--- config.mk ---
export PLATFORM = sky130hd
export DESIGN_NAME = brc_unit
export DESIGN_NICKNAME = d
export VERILOG_FILES = /design/src/rtl/brc_pkg.sv /design/src/rtl/brc_opsel.sv /design/src/rtl/brc_cond.sv /design/src/rtl/brc_target.sv /design/src/rtl/brc_unit.sv
export SDC_FILE = /design/constraint.sdc
export NUM_CORES = 1
export LEC_CHECK = 0
export ABC_AREA = 0
export BUFFER_PORTS_ARGS = -buffer_cell sky130_fd_sc_hd__buf_2
export CORE_MARGIN = 2
export CORE_UTILIZATION = 55
export DETAILED_ROUTE_END_ITERATION = 8
export PLACE_DENSITY = 0.82
export SYNTH_ARGS = -nofsm -noshare
export SYNTH_HDL_FRONTEND = slang
export SYNTH_SLANG_ARGS = --single-unit
--- constraint.sdc ---
create_clock -name clk -period 1.19 [get_ports clk]
set_input_delay 0.119 -clock clk [delete_from_list [all_inputs] [get_ports clk]]
set_output_delay 0.119 -clock clk [all_outputs]
set_load 0.01 [all_outputs]
--- src/rtl/brc_pkg.sv ---
package brc_pkg;

    typedef enum logic [2:0] {
        CC_EQ   = 3'd0,
        CC_NE   = 3'd1,
        CC_LT   = 3'd2,
        CC_LE   = 3'd3,
        CC_GT   = 3'd4,
        CC_GE   = 3'd5,
        CC_RSV6 = 3'd6,
        CC_RSV7 = 3'd7
    } brc_cc_e;

    typedef enum logic [1:0] {
        BK_NONE = 2'd0,
        BK_COND = 2'd1,
        BK_JUMP = 2'd2,
        BK_RET  = 2'd3
    } brc_kind_e;

    typedef enum logic {
        ST_EMPTY = 1'b0,
        ST_FULL  = 1'b1
    } brc_state_e;

endpackage

--- src/rtl/brc_opsel.sv ---
module brc_opsel #(
    parameter int XLEN  = 32,
    parameter int IMM_W = 16
) (
    input  logic [XLEN-1:0]  opb_reg,
    input  logic [IMM_W-1:0] imm,
    input  logic             imm_sel,
    output logic [XLEN-1:0]  opb_eff
);
    localparam int EXT_W = XLEN - IMM_W;

    logic [XLEN-1:0] imm_ext;

    // Replicate the immediate's top bit across the upper part.
    assign imm_ext = {{EXT_W{imm[IMM_W-1]}}, imm};
    assign opb_eff = imm_sel ? imm_ext : opb_reg;
endmodule

--- src/rtl/brc_cond.sv ---
module brc_cond
    import brc_pkg::*;
#(
    parameter int XLEN = 32
) (
    input  logic [XLEN-1:0] opa,
    input  brc_cc_e         cc,
    output logic            hit
);
    logic is_zero;
    logic is_neg;

    assign is_zero = (opa == '0);
    assign is_neg  = opa[XLEN-1];

    always_comb begin
        unique case (cc)
            CC_EQ:   hit = is_zero;
            CC_NE:   hit = !is_zero;
            CC_LT:   hit = is_neg;
            CC_LE:   hit = is_neg || is_zero;
            CC_GT:   hit = !is_neg && !is_zero;
            CC_GE:   hit = !is_neg;
            default: hit = 1'b0;
        endcase
    end
endmodule

--- src/rtl/brc_target.sv ---
module brc_target
    import brc_pkg::*;
#(
    parameter int XLEN       = 32,
    parameter int INSN_BYTES = 4
) (
    input  brc_kind_e       kind,
    input  logic            abs_sel,
    input  logic [XLEN-1:0] pc,
    input  logic [XLEN-1:0] opa,
    input  logic [XLEN-1:0] opb_eff,
    output logic [XLEN-1:0] jump_addr,
    output logic [XLEN-1:0] seq_addr
);
    localparam logic [XLEN-1:0] STEP = XLEN'(INSN_BYTES);

    logic [XLEN-1:0] pc_rel;
    logic [XLEN-1:0] reg_rel;

    assign pc_rel   = pc + opb_eff;
    assign reg_rel  = opa + opb_eff;
    assign seq_addr = pc + STEP;

    always_comb begin
        unique case (kind)
            BK_JUMP: jump_addr = abs_sel ? opb_eff : pc_rel;
            BK_RET:  jump_addr = reg_rel;
            default: jump_addr = pc_rel;
        endcase
    end
endmodule

--- src/rtl/brc_unit.sv ---
module brc_unit
    import brc_pkg::*;
#(
    parameter int XLEN       = 32,
    parameter int IMM_W      = 16,
    parameter int INSN_BYTES = 4
) (
    input  logic             clk,
    input  logic             rst_n,
    input  logic             in_valid,
    input  logic [1:0]       desc_kind,
    input  logic [2:0]       desc_cond,
    input  logic             desc_link,
    input  logic             desc_abs,
    input  logic             desc_slot,
    input  logic             desc_imm_sel,
    input  logic [XLEN-1:0]  opa,
    input  logic [XLEN-1:0]  opb_reg,
    input  logic [IMM_W-1:0] imm16,
    input  logic [XLEN-1:0]  pc,
    output logic             out_valid,
    output logic             taken,
    output logic [XLEN-1:0]  target,
    output logic             link_we,
    output logic [XLEN-1:0]  link_val,
    output logic             slot
);
    brc_kind_e       kind;
    brc_cc_e         cc;
    logic [XLEN-1:0] opb_eff;
    logic            cond_hit;
    logic [XLEN-1:0] jump_addr;
    logic [XLEN-1:0] seq_addr;

    logic            taken_c;
    logic [XLEN-1:0] target_c;
    logic            link_c;
    logic [XLEN-1:0] link_val_c;
    logic            slot_c;

    brc_state_e      state_q;
    brc_state_e      state_d;

    assign kind = brc_kind_e'(desc_kind);
    assign cc   = brc_cc_e'(desc_cond);

    brc_opsel #(.XLEN(XLEN), .IMM_W(IMM_W)) u_opsel (
        .opb_reg (opb_reg),
        .imm     (imm16),
        .imm_sel (desc_imm_sel),
        .opb_eff (opb_eff)
    );

    brc_cond #(.XLEN(XLEN)) u_cond (
        .opa (opa),
        .cc  (cc),
        .hit (cond_hit)
    );

    brc_target #(.XLEN(XLEN), .INSN_BYTES(INSN_BYTES)) u_target (
        .kind      (kind),
        .abs_sel   (desc_abs),
        .pc        (pc),
        .opa       (opa),
        .opb_eff   (opb_eff),
        .jump_addr (jump_addr),
        .seq_addr  (seq_addr)
    );

    // Decision logic
    always_comb begin
        unique case (kind)
            BK_COND:        taken_c = cond_hit;
            BK_JUMP,
            BK_RET:         taken_c = 1'b1;
            default:        taken_c = 1'b0;
        endcase
        target_c   = taken_c ? jump_addr : seq_addr;
        link_c     = (kind == BK_JUMP) && desc_link;
        link_val_c = link_c ? pc : '0;
        slot_c     = taken_c && desc_slot;
    end

    // Next state
    always_comb begin
        unique case (state_q)
            ST_EMPTY: state_d = in_valid ? ST_FULL : ST_EMPTY;
            ST_FULL:  state_d = in_valid ? ST_FULL : ST_EMPTY;
            default:  state_d = ST_EMPTY;
        endcase
    end

    // State register
    always_ff @(posedge clk or negedge rst_n) begin
        if (!rst_n) state_q <= ST_EMPTY;
        else        state_q <= state_d;
    end

    assign out_valid = (state_q == ST_FULL);

    // Output register
    always_ff @(posedge clk or negedge rst_n) begin
        if (!rst_n) begin
            taken    <= 1'b0;
            target   <= '0;
            link_we  <= 1'b0;
            link_val <= '0;
            slot     <= 1'b0;
        end else if (in_valid) begin
            taken    <= taken_c;
            target   <= target_c;
            link_we  <= link_c;
            link_val <= link_val_c;
            slot     <= slot_c;
        end else begin
            taken    <= 1'b0;
            link_we  <= 1'b0;
            link_val <= '0;
            slot     <= 1'b0;
        end
    end
endmodule

==> results.json, run 1 <==
{
  "synthesis.area_um2": 7450,
  "seq_area_frac_synth": 0.228,
  "initial_utilization": 0.563,
  "postCtsSetupBuffers": 34,
  "ctsResizeCount": 199,
  "cts-htree-levels": 3,
  "firstError": "[ERROR DPL-0033] detailed placement checks failed during check placement.",
  "ctsHoldBuffers": 1,
  "synth_seq_cells": 68,
  "io_buffers": 191,
  "cts_sinks": 68,
  "cts.path.max_buffers": 2,
  "rows": 42,
  "async_reset_ff_frac": 1.00,
  "gp_congestion": 1.04,
  "dp_slack_ns": -2.19,
  "syn_inst": 930,
  "die_h_um": 120,
  "cts_inserted_buffers": 9,
  "ys.flop_type": "dfrtp_1",
  "clk_root_buffer_cell": "clkbuf_16",
  "synth_enable_flop_cells": 0,
  "yosysWarnings": 0,
  "lastStage": "clock tree synthesis",
  "hpwl_um": 26600,
  "outcome": "did not finish",
  "syn_nets": 1119,
  "die_w_um": 120,
  "synth_cell_types": 80,
  "placed_cell_area_um2": 11300,
  "syn_area_per_cell_um2": 8.01,
  "ioPinCount": 192
}
==> synth_stat cells, drive strengths merged (11+ instances only) <==
library cell,instances,area (um^2)
a21o,35,263
a21oi,93,469
and2,40,251
and3,14,88.8
buf,11,52.6
clkbuf,33,125
dfrtp,68,1700
ha,63,788
inv,33,124
mux2,20,225
nand2,72,273
nand3,38,190
nand4,15,93.8
nor2,46,180
nor3,22,110
o21ai,61,309
o22ai,14,87.6
xnor2,50,438
xor2,27,236
==> metrics by stage <==
step / setup TNS (ns) / cells
floorplan: -46.90 / 930
global placement: -58.94 / 1597
detailed placement: -65.37 / 1597
==> kinds of logic after synthesis <==
logic type	count (synthesis)	synth area share
AO/OA/AOI/OAI	325	0.292
multiplexers	26	0.0383
buffers and inverters	78	0.0410
AND/OR/NAND/NOR	291	0.199
flip-flops	68	0.228
XOR/XNOR	77	0.0905
adder cells (fa/ha/maj)	65	0.111
==> inputs of run 2 (changes only) <==
CORE_UTILIZATION = 40   (was 55)
PLACE_DENSITY = unset   (was 0.82)
PLACE_DENSITY_LB_ADDON = 0.15   (was unset)
==> run 2 against run 1 <==
Against the previous run: the flow now finishes, with violations (negative setup slack); synthesized area did not move; synthesized cell count unchanged.
==> results.json, run 2 <==
{
  "diodes": 0,
  "drt_iter0_drc": 752,
  "mostFrequentLayoutCell": "buf_4",
  "synthDominantCellAreaShare": 0.228,
  "gp_congestion": 1.01,
  "layout_min_cycle_time_ns": 2.76,
  "outcome": "finished, violations left",
  "drt_wl_total_um": 33400,
  "peakVddDrop_mv": 0.724,
  "largestRegisters": "link_val x32, target x32",
  "regToRegStartpoint": "target[20]$_DFFE_PN0P_",
  "finalHoldViolations": 0,
  "cp.arrival_ns": 2.97,
  "max_cap_viol_count": 0,
  "finalClockSkew_ns": 0,
  "holdPathEnd": "slot$_DFF_PN0_",
  "yosys-top-cells-area": "dfrtp_1 23%, ha_1 11%, a21oi_1 6.2%",
  "layout_setup_ws_ns": -1.57,
  "clk_root_buffer_cell": "clkbuf_16",
  "report.final.setup_viol": 34,
  "synth_seq_cells": 68,
  "power.density_nw_per_um2": 985,
  "avgViaCountPerCell": 5.71,
  "setup_tns_ns": -43.75,
  "ys.flop_type": "dfrtp_1",
  "rsz0062_at_grt": "true",
  "yosysWarnings": 0,
  "worst-path-max-fanout": 7,
  "hp-start": "desc_slot",
  "clk_latency_ns": 0.33,
  "worstSetupPathType": "in -> reg",
  "cts_inserted_buffers": 9,
  "start_kind": "input port",
  "dr.pass1.iters": 5,
  "seq_area_frac_synth": 0.228,
  "whs_path_depth": 2,
  "cts-htree-levels": 3,
  "r2r_cells": 3,
  "drc": 0,
  "cts_tree": "yes",
  "grt.total_usage": 0.319,
  "violations": "negative setup slack",
  "synth_cell_types": 80,
  "initial_utilization": 0.411,
  "hpwl_um": 25900,
  "cts_sinks": 68,
  "min_path_type": "in -> reg",
  "wl_per_cell_um": 19.6,
  "fmax_ghz": 0.363,
  "die_w_um": 141,
  "synth_enable_flop_cells": 0,
  "netlist_top_cells_count": "92 x a21oi_1, 71 x nand2_1, 68 x dfrtp_1, 63 x ha_1, 54 x o21ai_0",
  "fp.coreArea_um2": 18100,
  "ioPinCount": 192,
  "leakagePower_uw": 0.00623,
  "syn_to_final_growth_pct": 76.1,
  "syn_inst": 930,
  "die_h_um": 141,
  "cts.path.max_buffers": 2,
  "layout_common_cells": "355 x buf_4, 185 x buf_2, 70 x nand2_1, 69 x a21oi_1, 68 x dfrtp_1",
  "rows": 49,
  "antenna_found_initial": 0,
  "synthesis.area_um2": 7450,
  "slew_violations": 0,
  "reg2reg_to": "target[20]$_DFFE_PN0P_",
  "required_ns": 1.41,
  "final_antenna_net_count": 0,
  "period_share": 2.32,
  "fin_nets": 1660,
  "regToRegSetupSlack_ns": 0.25,
  "final_util": 0.723,
  "async_reset_ff_frac": 1.00,
  "dieArea_um2": 19700,
  "syn_area_per_cell_um2": 8.01,
  "syn_nets": 1119,
  "drive_gt1_frac": 0.520,
  "grt_pass1_wl_um": 49400,
  "grt_pass1_vias": 9168,
  "io_buffers": 191,
  "relSlewSlack": 0.718,
  "grt_max_degree": 69,
  "critPathCaptureType": "register",
  "vias": 9732,
  "yosys.area.top_type": "dfrtp_1",
  "clk_pin_slew_ns": 0.06,
  "gr-total-overflow": 0,
  "worst_pin_slew_ns": 0.418,
  "synth.most_common_cell": "a21oi_1"
}
==> run 2: cell counts after synthesis <==
Identical to the previous run, type by type.
==> run 2: layer usage <==
layer  global-route usage  vias up  wire length [um]
li1                     -     4577                 -
met1                0.462     4587             14900
met2                0.485      499             14600
met3               0.0646       69              3110
met4               0.0800        0               668
met5                    0        -                 0
==> run 2: cell families (layout without fill, tap and decap cells) <==
| kind of cell | Yosys count | in the layout | share of synthesized area |
|---|---|---|---|
| and+or+nand+nor | 291 | 291 | 0.199 |
| muxes | 26 | 26 | 0.0383 |
| AOI/OAI and AO/OA | 325 | 325 | 0.292 |
| xor gates and xnor gates | 77 | 77 | 0.0905 |
| adders and majority gates | 65 | 65 | 0.111 |
| DFF | 68 | 68 | 0.228 |
| buffers and inverters | 78 | 624 | 0.0410 |
==> run 2: critical path: stages <==
cell,delay [ns]
buf_12,0.12
mux2_4,0.34
ha_4,0.17
fa_2,0.37
a211oi_4,0.28
o21bai_2,0.13
o2111ai_2,0.30
a31o_4,0.25
o21ai_4,0.09
o21a_1,0.19
or3_4,0.35
a31oi_4,0.18
a21oi_1,0.07
==> run 2: worst max-delay path by stage <==
stage,from,to
5_1_grt,desc_imm_sel,target[28]$_DFFE_PN0P_
2_1_floorplan,desc_imm_sel,target[24]$_DFFE_PN0P_
3_3_place_gp,desc_imm_sel,target[28]$_DFFE_PN0P_
3_5_place_dp,desc_imm_sel,target[28]$_DFFE_PN0P_
6_report,desc_imm_sel,target[28]$_DFFE_PN0P_
4_1_cts,desc_imm_sel,target[28]$_DFFE_PN0P_
==> run 2: final cells by class <==
class	count	area [um^2]
flip-flops and latches	68	1700
fillers	1418	5020
repair buffers	574	4050
inverters	34	133
well taps	229	287
clock buffers	11	253
clock inverters	5	106
multi-input cells	784	6590
==> run 2: through the flow <==
stage	cells	power (uW)	worst slack (ns)	hold WS [ns]	cell area, um^2
4_1_cts	1690	12300	-1.46	0.0504	12500
3_3_place_gp	1656	8490	-2.22	0.169	11400
3_5_place_dp	1656	8530	-2.23	0.175	11400
2_1_floorplan	930	5660	-1.82	-0.177	7700
6_report	1705	12900	-1.57	0.0548	13100
5_1_grt	1705	13500	-1.65	0.0544	13100
==> run 2: repair_timing <==
| item | in CTS | in global routing |
|---|---|---|
| resized for setup | 131 | 88 |
| setup endpoints to repair | 34 | 34 |
| hold endpoints to repair | 68 | 0 |
| cloned | 1 | 0 |
| hold buffers | 1 | 0 |
| pin swaps | 51 | 78 |
| buffers inserted | 16 | 17 |
==> run 2: where the power goes <==
group / switching [uW] / total (uW) / internal, uW
clock network: 1070 / 3240 / 2170
registers: 156 / 2700 / 2550
logic: 3510 / 6990 / 3480
total: 4730 / 12900 / 8190
Power figures use the tool's default switching activity.
==> inputs of run 3 (changes only) <==
BUFFER_PORTS_ARGS = unset   (was -buffer_cell sky130_fd_sc_hd__buf_2)
DONT_BUFFER_PORTS = 1   (was unset)
==> run 3 against run 2 <==
Against the previous run: the run ends with negative hold slack, negative setup slack left; register-to-register slack better by 0.03 ns; sequential share of layout area grew 1.2 points; clock power fell by 6%; maximum frequency is 2.2% higher; non-clock buffer count is 225 lower; power shrank 7.1%; critical endpoint is now target[8]$_DFFE_PN0P_; largest power group unchanged; highest routed layer unchanged.
==> results.json, run 3 (synthesis results as in run 2) <==
{
  "cts_tree": "yes",
  "hpwl_um": 23400,
  "layout_common_cells": "286 x buf_4, 68 x nand2_1, 68 x dfrtp_1, 63 x a21oi_1, 45 x xnor2_1",
  "drt_wl_total_um": 32800,
  "report.final.setup_viol": 34,
  "grtUsageMet2": 0.491,
  "drc": 0,
  "wl_per_cell_um": 22.1,
  "io_buffers": 0,
  "dr.pass1.iters": 5,
  "worst-path-max-fanout": 17,
  "period_share": 2.27,
  "hold_slack_ns": -0.530,
  "crit_buf_inv": 3,
  "ctsHoldBuffers": 37,
  "min_path_type": "in -> async",
  "grt_pass1_wl_um": 48500,
  "fp.coreArea_um2": 18100,
  "diodes": 0,
  "power.density_nw_per_um2": 1000,
  "crit_chain": "mux2_4 > buf_6 > ha_4 > fa_2 > a211oi_2 > o21bai_1 > buf_4 > o21ai_2 > xnor2_1 > a222oi_1 > buf_4 > a21oi_1 > mux2_2",
  "antenna_found_initial": 0,
  "largestRegisters": "link_val x32, target x32",
  "cts_sinks": 68,
  "worst_pin_slew_ns": 0.607,
  "critPathTopFamily": "compound AO/OA/AOI/OAI gates",
  "finalClockSkew_ns": 0,
  "outcome": "finished, violations left",
  "leakagePower_uw": 0.00524,
  "required_ns": 1.41,
  "avgViaCountPerCell": 6.03,
  "layout_setup_ws_ns": -1.51,
  "slew_violations": 0,
  "fmax_ghz": 0.371,
  "grtUsageMet3": 0.0615,
  "finalHoldViolations": 68,
  "use_met1": 0.445,
  "initial_utilization": 0.411,
  "syn_to_final_growth_pct": 61.0,
  "final_antenna_net_count": 0,
  "gp_congestion": 0.984,
  "cp.arrival_ns": 2.91,
  "grt_max_degree": 69,
  "violations": "negative hold slack, negative setup slack",
  "ioPinCount": 192,
  "fin_nets": 1435,
  "worstSetupPathType": "in -> reg",
  "clk_pin_slew_ns": 0.06,
  "grt_pass1_vias": 8585,
  "clk_latency_ns": 0.33,
  "layout_min_cycle_time_ns": 2.70,
  "slowest_stage": "a222oi_1",
  "final_cell_area_um2": 12000,
  "max_cap_viol_count": 0,
  "drive_gt1_frac": 0.416,
  "critPathMaxStageDelay_ns": 0.51,
  "dieArea_um2": 19700,
  "cts_inserted_buffers": 9,
  "cts.path.max_buffers": 2,
  "rsz0062_at_grt": "true",
  "start_kind": "input port",
  "cts-htree-levels": 3,
  "clk_root_buffer_cell": "clkbuf_16",
  "startpoint": "desc_imm_sel",
  "fillCellCount": 1484,
  "die_h_um": 141,
  "peakVddDrop_mv": 0.662,
  "gr-total-overflow": 0,
  "relSlewSlack": 0.595,
  "vias": 8920,
  "placed_cell_area_um2": 9880,
  "rows": 49,
  "grt.total_usage": 0.313,
  "top_usage_layer": "met2",
  "drt_iter0_drc": 701,
  "mostFrequentLayoutCell": "buf_4",
  "critPathCaptureType": "register",
  "cp_common_cell": "buf_4",
  "die_w_um": 141,
  "regToRegStartpoint": "target[31]$_DFFE_PN0P_"
}
[run 3: cell count changes in the layout (fill, tap and decap cells not counted), sizes merged]
cell and delta:
inv -1, clkinvlp +1, dlygate4sd3 +35, clkinv +1, buf -260, bufinv -1
[run 3: cell type report]
class	count	area [um^2]	area share
Clock buffer	11	253	0.0211
Clock inverter	5	83.8	0.00699
Inverter	34	131	0.0110
Multi-Input combinational cell	784	6620	0.551
Sequential cell	68	1700	0.142
Tap cell	229	287	0.0239
Timing Repair Buffer	349	2930	0.244
[run 3: path summary, 6_finish.rpt]
path / endpoint / slack [ns] / cells past startpoint
min in group clk: target[29]$_DFFE_PN0P_ / 0.02 / 2
setup reg to reg: target[31]$_DFFE_PN0P_ / 0.28 / 3
hold reg to reg: target[17]$_DFFE_PN0P_ / 0.57 / 1
hold / removal: target[2]$_DFFE_PN0P_ / -0.53 / 0
max in group asynchronous: target[21]$_DFFE_PN0P_ / 1.59 / 0
setup / recovery: target[8]$_DFFE_PN0P_ / -1.51 / 13
[run 3: report_power, final]
part           internal [uW]  switching (uW)  leakage, uW
Sequential              2550             302     0.000867
Combinational           3140            2980      0.00421
Clock                   1950            1090     0.000158
[run 3: through the flow]
step	power, uW	setup WS (ns)	TNS (ns)	util	cells
final	12000	-1.51	-39.64	0.661	1480
after global routing	12600	-1.56	-42.41	0.661	1480
after CTS	11500	-1.39	-35.90	0.639	1469
after detailed placement	7640	-1.83	-51.74	0.544	1394
after global placement	7620	-1.84	-51.66	0.544	1394
after floorplan	5660	-1.82	-46.90	-	930
[run 3: layer usage]
layer | part of all wire | up-vias
met5 | 0 | -
met4 | 0.024 | 0
met3 | 0.098 | 65
met2 | 0.44 | 491
met1 | 0.44 | 4252
li1 | - | 4112
[run 3: timing repair]
item                                    CTS  global route
gates cloned                              3             0
pin swaps                                70            41
endpoints found under the setup margin   34            34
endpoints found under the hold margin   122            68
gates resized for setup                 147            61
buffers inserted                         22            15
